==> config.mk <==
export PLATFORM = sky130hd
export DESIGN_NAME = tod_clock
export DESIGN_NICKNAME = d
export VERILOG_FILES = /design/src/rtl/tod_pkg.sv /design/src/rtl/tod_tick_gen.sv /design/src/rtl/tod_field.sv /design/src/rtl/tod_clock.sv
export SDC_FILE = /design/constraint.sdc
export NUM_CORES = 1
export LEC_CHECK = 0
export BUFFER_PORTS_ARGS = -buffer_cell sky130_fd_sc_hd__buf_2
export CELL_PAD_IN_SITES_DETAIL_PLACEMENT = 2
export CELL_PAD_IN_SITES_GLOBAL_PLACEMENT = 2
export CORE_MARGIN = 2
export CORE_UTILIZATION = 37
export CTS_CLUSTER_SIZE = 20
export DETAILED_ROUTE_END_ITERATION = 8
export PLACE_DENSITY_LB_ADDON = 0.1
export SLEW_MARGIN = 40
export SYNTH_ARGS = -nofsm -noshare
export SYNTH_HDL_FRONTEND = slang
export SYNTH_SLANG_ARGS = --single-unit
==> constraint.sdc <==
create_clock -name clk_i -period 3.6 [get_ports clk_i]
set_input_delay 0.72 -clock clk_i [delete_from_list [all_inputs] [get_ports clk_i]]
set_output_delay 0.72 -clock clk_i [all_outputs]
set_load 0.05 [all_outputs]
==> src/rtl/tod_pkg.sv <==
package tod_pkg;
  localparam int unsigned SEC_MAX  = 59;
  localparam int unsigned MIN_MAX  = 59;
  localparam int unsigned HOUR_MAX = 23;

  // tens in [7:4], units in [3:0]; v <= 63
  function automatic logic [7:0] bin2bcd(input logic [5:0] v);
    logic [5:0] t;
    logic [5:0] u;
    t = v / 6'd10;
    u = v - t * 6'd10;
    return {t[3:0], u[3:0]};
  endfunction
endpackage

==> src/rtl/tod_tick_gen.sv <==
module tod_tick_gen #(
  parameter int unsigned CLK_HZ = 200_000_000
) (
  input  logic clk_i,
  input  logic rst_ni,
  output logic sec_tick_o,
  output logic phase_o
);
  localparam int unsigned HALF = CLK_HZ / 2;
  localparam int unsigned CW   = (HALF > 1) ? $clog2(HALF) : 1;

  logic [CW-1:0] cnt_q;
  logic          phase_q;
  logic          half_tick;

  assign half_tick  = (cnt_q == CW'(HALF - 1));
  assign sec_tick_o = half_tick & phase_q;
  assign phase_o    = phase_q;

  always_ff @(posedge clk_i or negedge rst_ni) begin
    if (!rst_ni) begin
      cnt_q   <= '0;
      phase_q <= 1'b0;
    end else if (half_tick) begin
      cnt_q   <= '0;
      phase_q <= ~phase_q;
    end else begin
      cnt_q   <= cnt_q + 1'b1;
    end
  end

  AST_PHASE_TOGGLE: assert property (@(posedge clk_i) disable iff (!rst_ni)
    half_tick |=> phase_q != $past(phase_q));
  AST_SEC_STARTS_DARK: assert property (@(posedge clk_i) disable iff (!rst_ni)
    sec_tick_o |=> !phase_q);
endmodule

==> src/rtl/tod_field.sv <==
module tod_field #(
  parameter int unsigned MAX = 59,
  localparam int unsigned W  = $clog2(MAX + 1)
) (
  input  logic         clk_i,
  input  logic         rst_ni,
  input  logic         clr_i,
  input  logic         inc_i,
  output logic [W-1:0] val_o,
  output logic         at_max_o
);
  logic [W-1:0] val_q;

  assign val_o    = val_q;
  assign at_max_o = (val_q == W'(MAX));

  always_ff @(posedge clk_i or negedge rst_ni) begin
    if (!rst_ni)       val_q <= '0;
    else if (clr_i)    val_q <= '0;
    else if (inc_i)    val_q <= at_max_o ? '0 : val_q + 1'b1;
  end

  AST_FIELD_RANGE: assert property (@(posedge clk_i) disable iff (!rst_ni)
    val_q <= W'(MAX));
  AST_FIELD_WRAP: assert property (@(posedge clk_i) disable iff (!rst_ni)
    inc_i && !clr_i && at_max_o |=> val_q == '0);
endmodule

==> src/rtl/tod_clock.sv <==
module tod_clock
  import tod_pkg::*;
#(
  parameter int unsigned CLK_HZ = 200_000_000
) (
  input  logic       clk_i,
  input  logic       rst_ni,
  input  logic       set_mode_i,
  input  logic       min_step_i,
  input  logic       hour_step_i,
  output logic [7:0] hours_bcd_o,
  output logic [7:0] minutes_bcd_o,
  output logic [5:0] seconds_o,
  output logic       show_o
);
  logic       sec_tick, phase;
  logic       do_min, do_hour, adv_sec;
  logic       sec_max, min_max, hr_max;
  logic       min_inc, hr_inc;
  logic [5:0] sec_val, min_val;
  logic [4:0] hr_val;

  tod_tick_gen #(.CLK_HZ(CLK_HZ)) i_tick (
    .clk_i      (clk_i),
    .rst_ni     (rst_ni),
    .sec_tick_o (sec_tick),
    .phase_o    (phase)
  );

  // steps only in set mode; minute wins over hour; a step eats the tick
  assign do_min  = set_mode_i & min_step_i;
  assign do_hour = set_mode_i & hour_step_i & ~min_step_i;
  assign adv_sec = sec_tick & ~do_min & ~do_hour;
  assign min_inc = do_min | (adv_sec & sec_max);
  assign hr_inc  = do_hour | (min_inc & min_max);

  tod_field #(.MAX(SEC_MAX)) i_sec (
    .clk_i(clk_i), .rst_ni(rst_ni), .clr_i(do_min), .inc_i(adv_sec),
    .val_o(sec_val), .at_max_o(sec_max)
  );
  tod_field #(.MAX(MIN_MAX)) i_min (
    .clk_i(clk_i), .rst_ni(rst_ni), .clr_i(1'b0), .inc_i(min_inc),
    .val_o(min_val), .at_max_o(min_max)
  );
  tod_field #(.MAX(HOUR_MAX)) i_hr (
    .clk_i(clk_i), .rst_ni(rst_ni), .clr_i(1'b0), .inc_i(hr_inc),
    .val_o(hr_val), .at_max_o(hr_max)
  );

  assign hours_bcd_o   = bin2bcd({1'b0, hr_val});
  assign minutes_bcd_o = bin2bcd(min_val);
  assign seconds_o     = sec_val;
  assign show_o        = ~set_mode_i | phase;

  AST_MIN_STEP_CLR: assert property (@(posedge clk_i) disable iff (!rst_ni)
    set_mode_i && min_step_i |=> seconds_o == 6'd0);
  AST_HOUR_STEP_KEEP: assert property (@(posedge clk_i) disable iff (!rst_ni)
    set_mode_i && hour_step_i && !min_step_i |=> $stable(min_val) && $stable(sec_val));
  AST_IDLE_HOLD: assert property (@(posedge clk_i) disable iff (!rst_ni)
    !set_mode_i && !sec_tick |=> $stable(sec_val) && $stable(min_val) && $stable(hr_val));
  AST_DAY_WRAP: assert property (@(posedge clk_i) disable iff (!rst_ni)
    hr_max && min_max && sec_max && adv_sec |=> hr_val == 5'd0 && min_val == 6'd0);
endmodule

Word level (Yosys, flattened, before mapping) --
Cells that the tools add are included.
Storage, ports and cells: register bits after elaboration 45, input port bits 5, output and inout port bits 23, logic and storage cells 42
Operators by class: add/subtract/negate cells 6, multipliers 2, div/mod/pow operators 2, equal/unequal tests 4, multiplexer cells 6, bitwise operators 16, reductions and logical operators 1
Operators by type and width (number):
- adder 27 x 1 -> 27 bit, second input constant | 1
- == test 27 bit, second input constant | 1
- 2-to-1 mux 27 bit | 1
- 2-to-1 mux 6 bit | 4
- adder 6 x 1 -> 6 bit, second input constant | 2
- == test 6 bit, second input constant | 2
- multiplier 6 x 3 -> 3 bit, second input constant | 2
- AND 1 bit | 8
- subtractor 4 bit | 2
- divider 5 x 4 -> 6 bit, second input constant | 1
- divider 6 x 4 -> 6 bit, second input constant | 1
- adder 5 x 1 -> 5 bit, second input constant | 1
- == test 5 bit, second input constant | 1
- 2-to-1 mux 5 bit | 1
- NOT 1 bit | 5
- bitwise OR 1 bit | 3
- nonzero test 2 bit | 1

Depth between registers and ports, before layout --
depth after elaboration 8, depth in mapped cells 14, gate-level depth less buffers 13

Hierarchy --
A second synthesis with hierarchy kept.
Unflattened totals: cells, all modules 289, area total of the unflattened synthesis 2752.6 um^2
By module, submodules not included:
- tod_tick_gen | times used 1, cells each 137, area each 1435.1 um^2, seq. area each 700.7 um^2
- tod_field (i_min ...) | times used 2, cells each 37, area each 339.1 um^2, seq. area each 150.1 um^2
- tod_clock | times used 1, cells each 55, area each 376.6 um^2, seq. area each 0.0 um^2
- tod_field (i_hr) | times used 1, cells each 23, area each 262.8 um^2, seq. area each 125.1 um^2

Worst setup path after synthesis --
No wires, ideal clock.
kind reg2out, start point register i_min.val_q[2] (netlist: i_min.val_o[2]), end point output port minutes_bcd_o[3], data arrival time 4067 ps, data required time 2880 ps, setup slack -1187 ps, cell stages (with the launch flop) 15, buffers on the path 1, cell sequence dfrtp_1 > clkbuf_1 > nor2_1 > o21ai_0 > a22o_1 > inv_1 > ha_1 > nand2_1 > a32oi_1 > o31ai_1 > ha_1 > inv_1 > fa_1 > xnor2_1 > xnor2_1
On the way: word-level cells in the longest chain between the ends 3
Ends and longest elaborated chain:
- start: declaration | RTL line tod_field.sv:12 | logic [W-1:0] val_q;
- start signal: assignment | RTL line tod_field.sv:20 | else if (inc_i) val_q <= at_max_o ? '0 : val_q + 1'b1;
- divider 6 x 4 -> 6 bit | RTL line tod_pkg.sv:10 | t = v / 6'd10;
- named net minutes_bcd_o[5] | RTL line tod_clock.sv:12 | output logic [7:0] minutes_bcd_o,
- multiplier 6 x 3 -> 3 bit | RTL line tod_pkg.sv:11 | u = v - t * 6'd10;
- subtractor 4 bit | RTL line tod_pkg.sv:11
- end: declaration | RTL line tod_clock.sv:12
The timed path passes the listed nets, and every way through them passes these cells.

Worst setup path after layout --
start point register i_min.val_q[3] (netlist: i_min.val_o[3]), end point output port minutes_bcd_o[3]
On the way: word-level cells in the longest chain between the ends 3
Ends and longest elaborated chain (RTL line):
- divider 6 x 4 -> 6 bit | tod_pkg.sv:10
- multiplier 6 x 3 -> 3 bit | tod_pkg.sv:11
- subtractor 4 bit (*) | tod_pkg.sv:11
Mark *: on every way between the ends. The rest lies on a longest branch, timed or not.

==> metrics.yaml <==
std_cell_rows: 31
synth_cell_types: 49
antennaDiodeCount: 0
clk_pin_slew_ns: 0.09
cts_tree: "built"
fmax_ghz: 0.281
htree_levels: 2
area_growth_pct: 17.3
post-route-drc-count: 0
drive_gt1_share_pct: 23.5
min_path_type: "primary input to asynchronous set/reset pin"
ys_ff_latch: 45
mappedNetlistArea_um2: 2740
drt-initial-drc-count: 50
period_share_pct: 98.7
cp_max_fo: 8
rsz0062_at_grt: "true"
skew_ns: 0.0101
grt_pass1_wl_mm: 12.5
postRouteWirelength_mm: 7.03
dp_hpwl_mm: 5.16
synthMuxAreaShare_pct: 2.79
clk_path_buf_depth: 2
crit_required_ns: 2.88
gr-total-overflow: 0
clock_latency_ns: 0.30
synth_adder_area_share_pct: 6.95
grt_pass1_vias: 2463
grt_max_degree: 29
hold_viol: 0
die_y_um: 90.0
cp-start-kind: "flip-flop"
period_needed_ns: 3.55
synth-edff-count: 0
worstRegToRegCells: 5
worst_pin_slew_ns: 0.670
synth-compound-area-share_pct: 11.6
syn_area_per_cell_um2: 9.40
port-buffer-count: 24
die_x_um: 90.0
postPlaceCellArea_um2: 3070
slew_violations: 0
nets: 337
start_util_pct: 37.9
seq_area_frac_synth_pct: 41.2
vias_per_cell: 5.35
setup_viol: 0
whs_ns: 0.438
post_synth_and_or_nand_nor_area_fraction_pct: 24.2
drv_cap: 0
core_area_um2: 7210
crit_path_end_kind: "primary output"
cts_root_buf: "clkbuf_8"
synthCells: 291
gr-usage-all-layers_pct: 18.8
antenna_found_initial: 0
io_pins: 28
dieArea_um2: 8100
arrival_ns: 2.83
design_area_um2: 3210
wl_per_cell_um: 16.8
clock-sinks: 45
status: "complete, no violations"
leakagePower_nw: 1.42
crit_type: "flip-flop to primary output"
ir_drop_mv: 0.649
ys.flop_type: "dfrtp_1"
slew_headroom_pct: 55.3
first_pass_iters: 4
power-per-cell-area_nw_per_um2: 833
ys_warn_count: 0
synth-xor-area-share_pct: 8.00
nFillCells: 830
synth_top_family_by_area: "simple AND/OR/NAND/NOR gates"
via_count: 2237
cts_buffers: 5
place_congestion: 0.752
ant_nets: 0
async_reset_ff_share_pct: 100
cts_hold_buf: 0
## stage by stage
stage / TNS [ns] / instances / utilization [%] / setup WS, ns / power, mW
after floorplan: -0.123 / 293 / - / -0.123 / 1.97
after global placement: 0 / 408 / 42.6 / 0.167 / 2.19
after detailed placement: 0 / 408 / 42.6 / 0.0433 / 2.24
after CTS: -0.0326 / 418 / 44.4 / -0.0326 / 2.70
after global routing: -0.131 / 418 / 44.5 / -0.108 / 2.85
final: 0 / 418 / 44.5 / 0.0462 / 2.67
## final timing paths
kind / from / to / slack [ns]
setup / recovery: i_min.val_o[3]$_DFFE_PN0N_ / minutes_bcd_o[3] / 0.05
hold / removal: rst_ni / i_tick.cnt_q[20]$_DFF_PN0_ / 0.44
setup reg to reg: i_tick.cnt_q[9]$_DFF_PN0_ / i_min.val_o[1]$_DFFE_PN0N_ / 1.07
hold reg to reg: i_tick.cnt_q[0]$_DFF_PN0_ / i_tick.cnt_q[0]$_DFF_PN0_ / 0.49
max in group asynchronous: rst_ni / i_sec.val_o[3]$_DFFE_PN0P_ / 2.46
min in group clk_i: i_tick.cnt_q[0]$_DFF_PN0_ / i_tick.cnt_q[0]$_DFF_PN0_ / 0.49
## state kept, by name, summed over array words and instances (netlist names)
name and flops:
i_hr.val_o 5, i_min.val_o 6, i_sec.val_o 6, i_tick.phase_o 1, i_tick.cnt_q 27
## layout by cell type (no fill, tap or decap), drive strengths merged, types with 2 or more instances in the layout
master | netlist | routed
nand2b | 5 | 5
clkbuf | 6 | 8
a31oi | 4 | 4
a22o | 2 | 2
nor4 | 9 | 9
nor2b | 3 | 3
nor3 | 3 | 3
and4 | 4 | 4
ha | 12 | 12
o21a | 2 | 2
and3 | 3 | 3
or3 | 6 | 6
xor2 | 5 | 5
o21ai | 15 | 15
buf | 9 | 32
dfrtp | 45 | 45
inv | 15 | 15
xnor2 | 20 | 20
nand3 | 18 | 18
a21oi | 9 | 9
conb | 1 | 3
and2 | 2 | 2
o31ai | 4 | 4
fa | 2 | 2
nor2 | 29 | 29
or2 | 3 | 3
and4b | 2 | 2
mux2i | 2 | 2
o211a | 2 | 2
nand2 | 23 | 23
mux2 | 5 | 5
nand4 | 10 | 10
## logic make-up after synthesis
| logic type | Yosys count |
|---|---|
| simple gates | 121 |
| other cells | 1 |
| xor+xnor | 25 |
| fa+ha+maj | 14 |
| mux | 7 |
| compound gates | 48 |
| buf+inv | 30 |
| flops | 45 |
## cell type report
class / instances / area [µm²] / share of cell area (%)
flip-flops and latches: 45 / 1130 / 35.2
clock buffers: 7 / 96.3 / 3.00
clock inverters: 1 / 5.00 / 0.156
multi-input cells: 218 / 1600 / 49.8
repair buffers: 33 / 196 / 6.12
inverters: 15 / 58.8 / 1.83
well taps: 99 / 124 / 3.86
## synth_stat cells (2+ instances only)
cell type,instances,area share (%)
xnor2_1,20,6.4
nor2b_1,3,0.69
or3_1,6,1.4
nand4_1,9,2.1
and4b_1,2,0.73
nand2b_1,5,1.1
buf_2,2,0.37
dfrtp_1,45,41
xor2_1,5,1.6
a21oi_1,9,1.6
and2_1,2,0.46
o31ai_1,4,1.1
fa_1,2,1.5
ha_1,12,5.5
nor3_1,3,0.55
nor4_1,7,1.6
o21a_1,2,0.55
mux2_2,5,2.1
clkbuf_1,6,0.82
and4_1,3,0.96
mux2i_1,2,0.73
inv_1,15,2.1
or2_2,3,0.69
a22o_1,2,0.64
nand2_1,22,3.0
a31oi_1,4,0.91
nand3_1,18,3.3
o21ai_0,15,2.7
and3_1,3,0.69
buf_4,7,1.9
nor2_1,29,4.0
o211a_1,2,0.73
## routing by layer
metal  track usage, %  up-vias  wire length (µm)
li1                 -     1065                 -
met2             31.6       19              3380
met5                0        -                 0
met4             4.23        0                68
met1             25.7     1146              3450
met3             2.93        7               140
## timing repair
item / in CTS / in global routing
resized for setup: 5 / 4
buffers inserted: 2 / 0
pin swaps: 8 / 2
setup endpoints to repair: 2 / 3
cloned: 0 / 0
## report_power, final
part           switching, mW  internal (mW)  leakage, nW
Sequential             0.105          0.565        0.589
Clock                  0.187          0.174       0.0542
Combinational           1.06          0.587        0.773
## worst max-delay path: stages (launching register included)
cell and delay (ns):
dfrtp_2 0.48, nor2_4 0.10, o21ai_2 0.06, a22o_4 0.23, inv_4 0.06, ha_4 0.19
nand2_2 0.05, a32oi_2 0.12, o31ai_4 0.10, ha_2 0.21, inv_2 0.04, fa_2 0.37
xnor2_4 0.20, xnor2_4 0.13, buf_6 0.17
(Power assumes the default switching activity.)
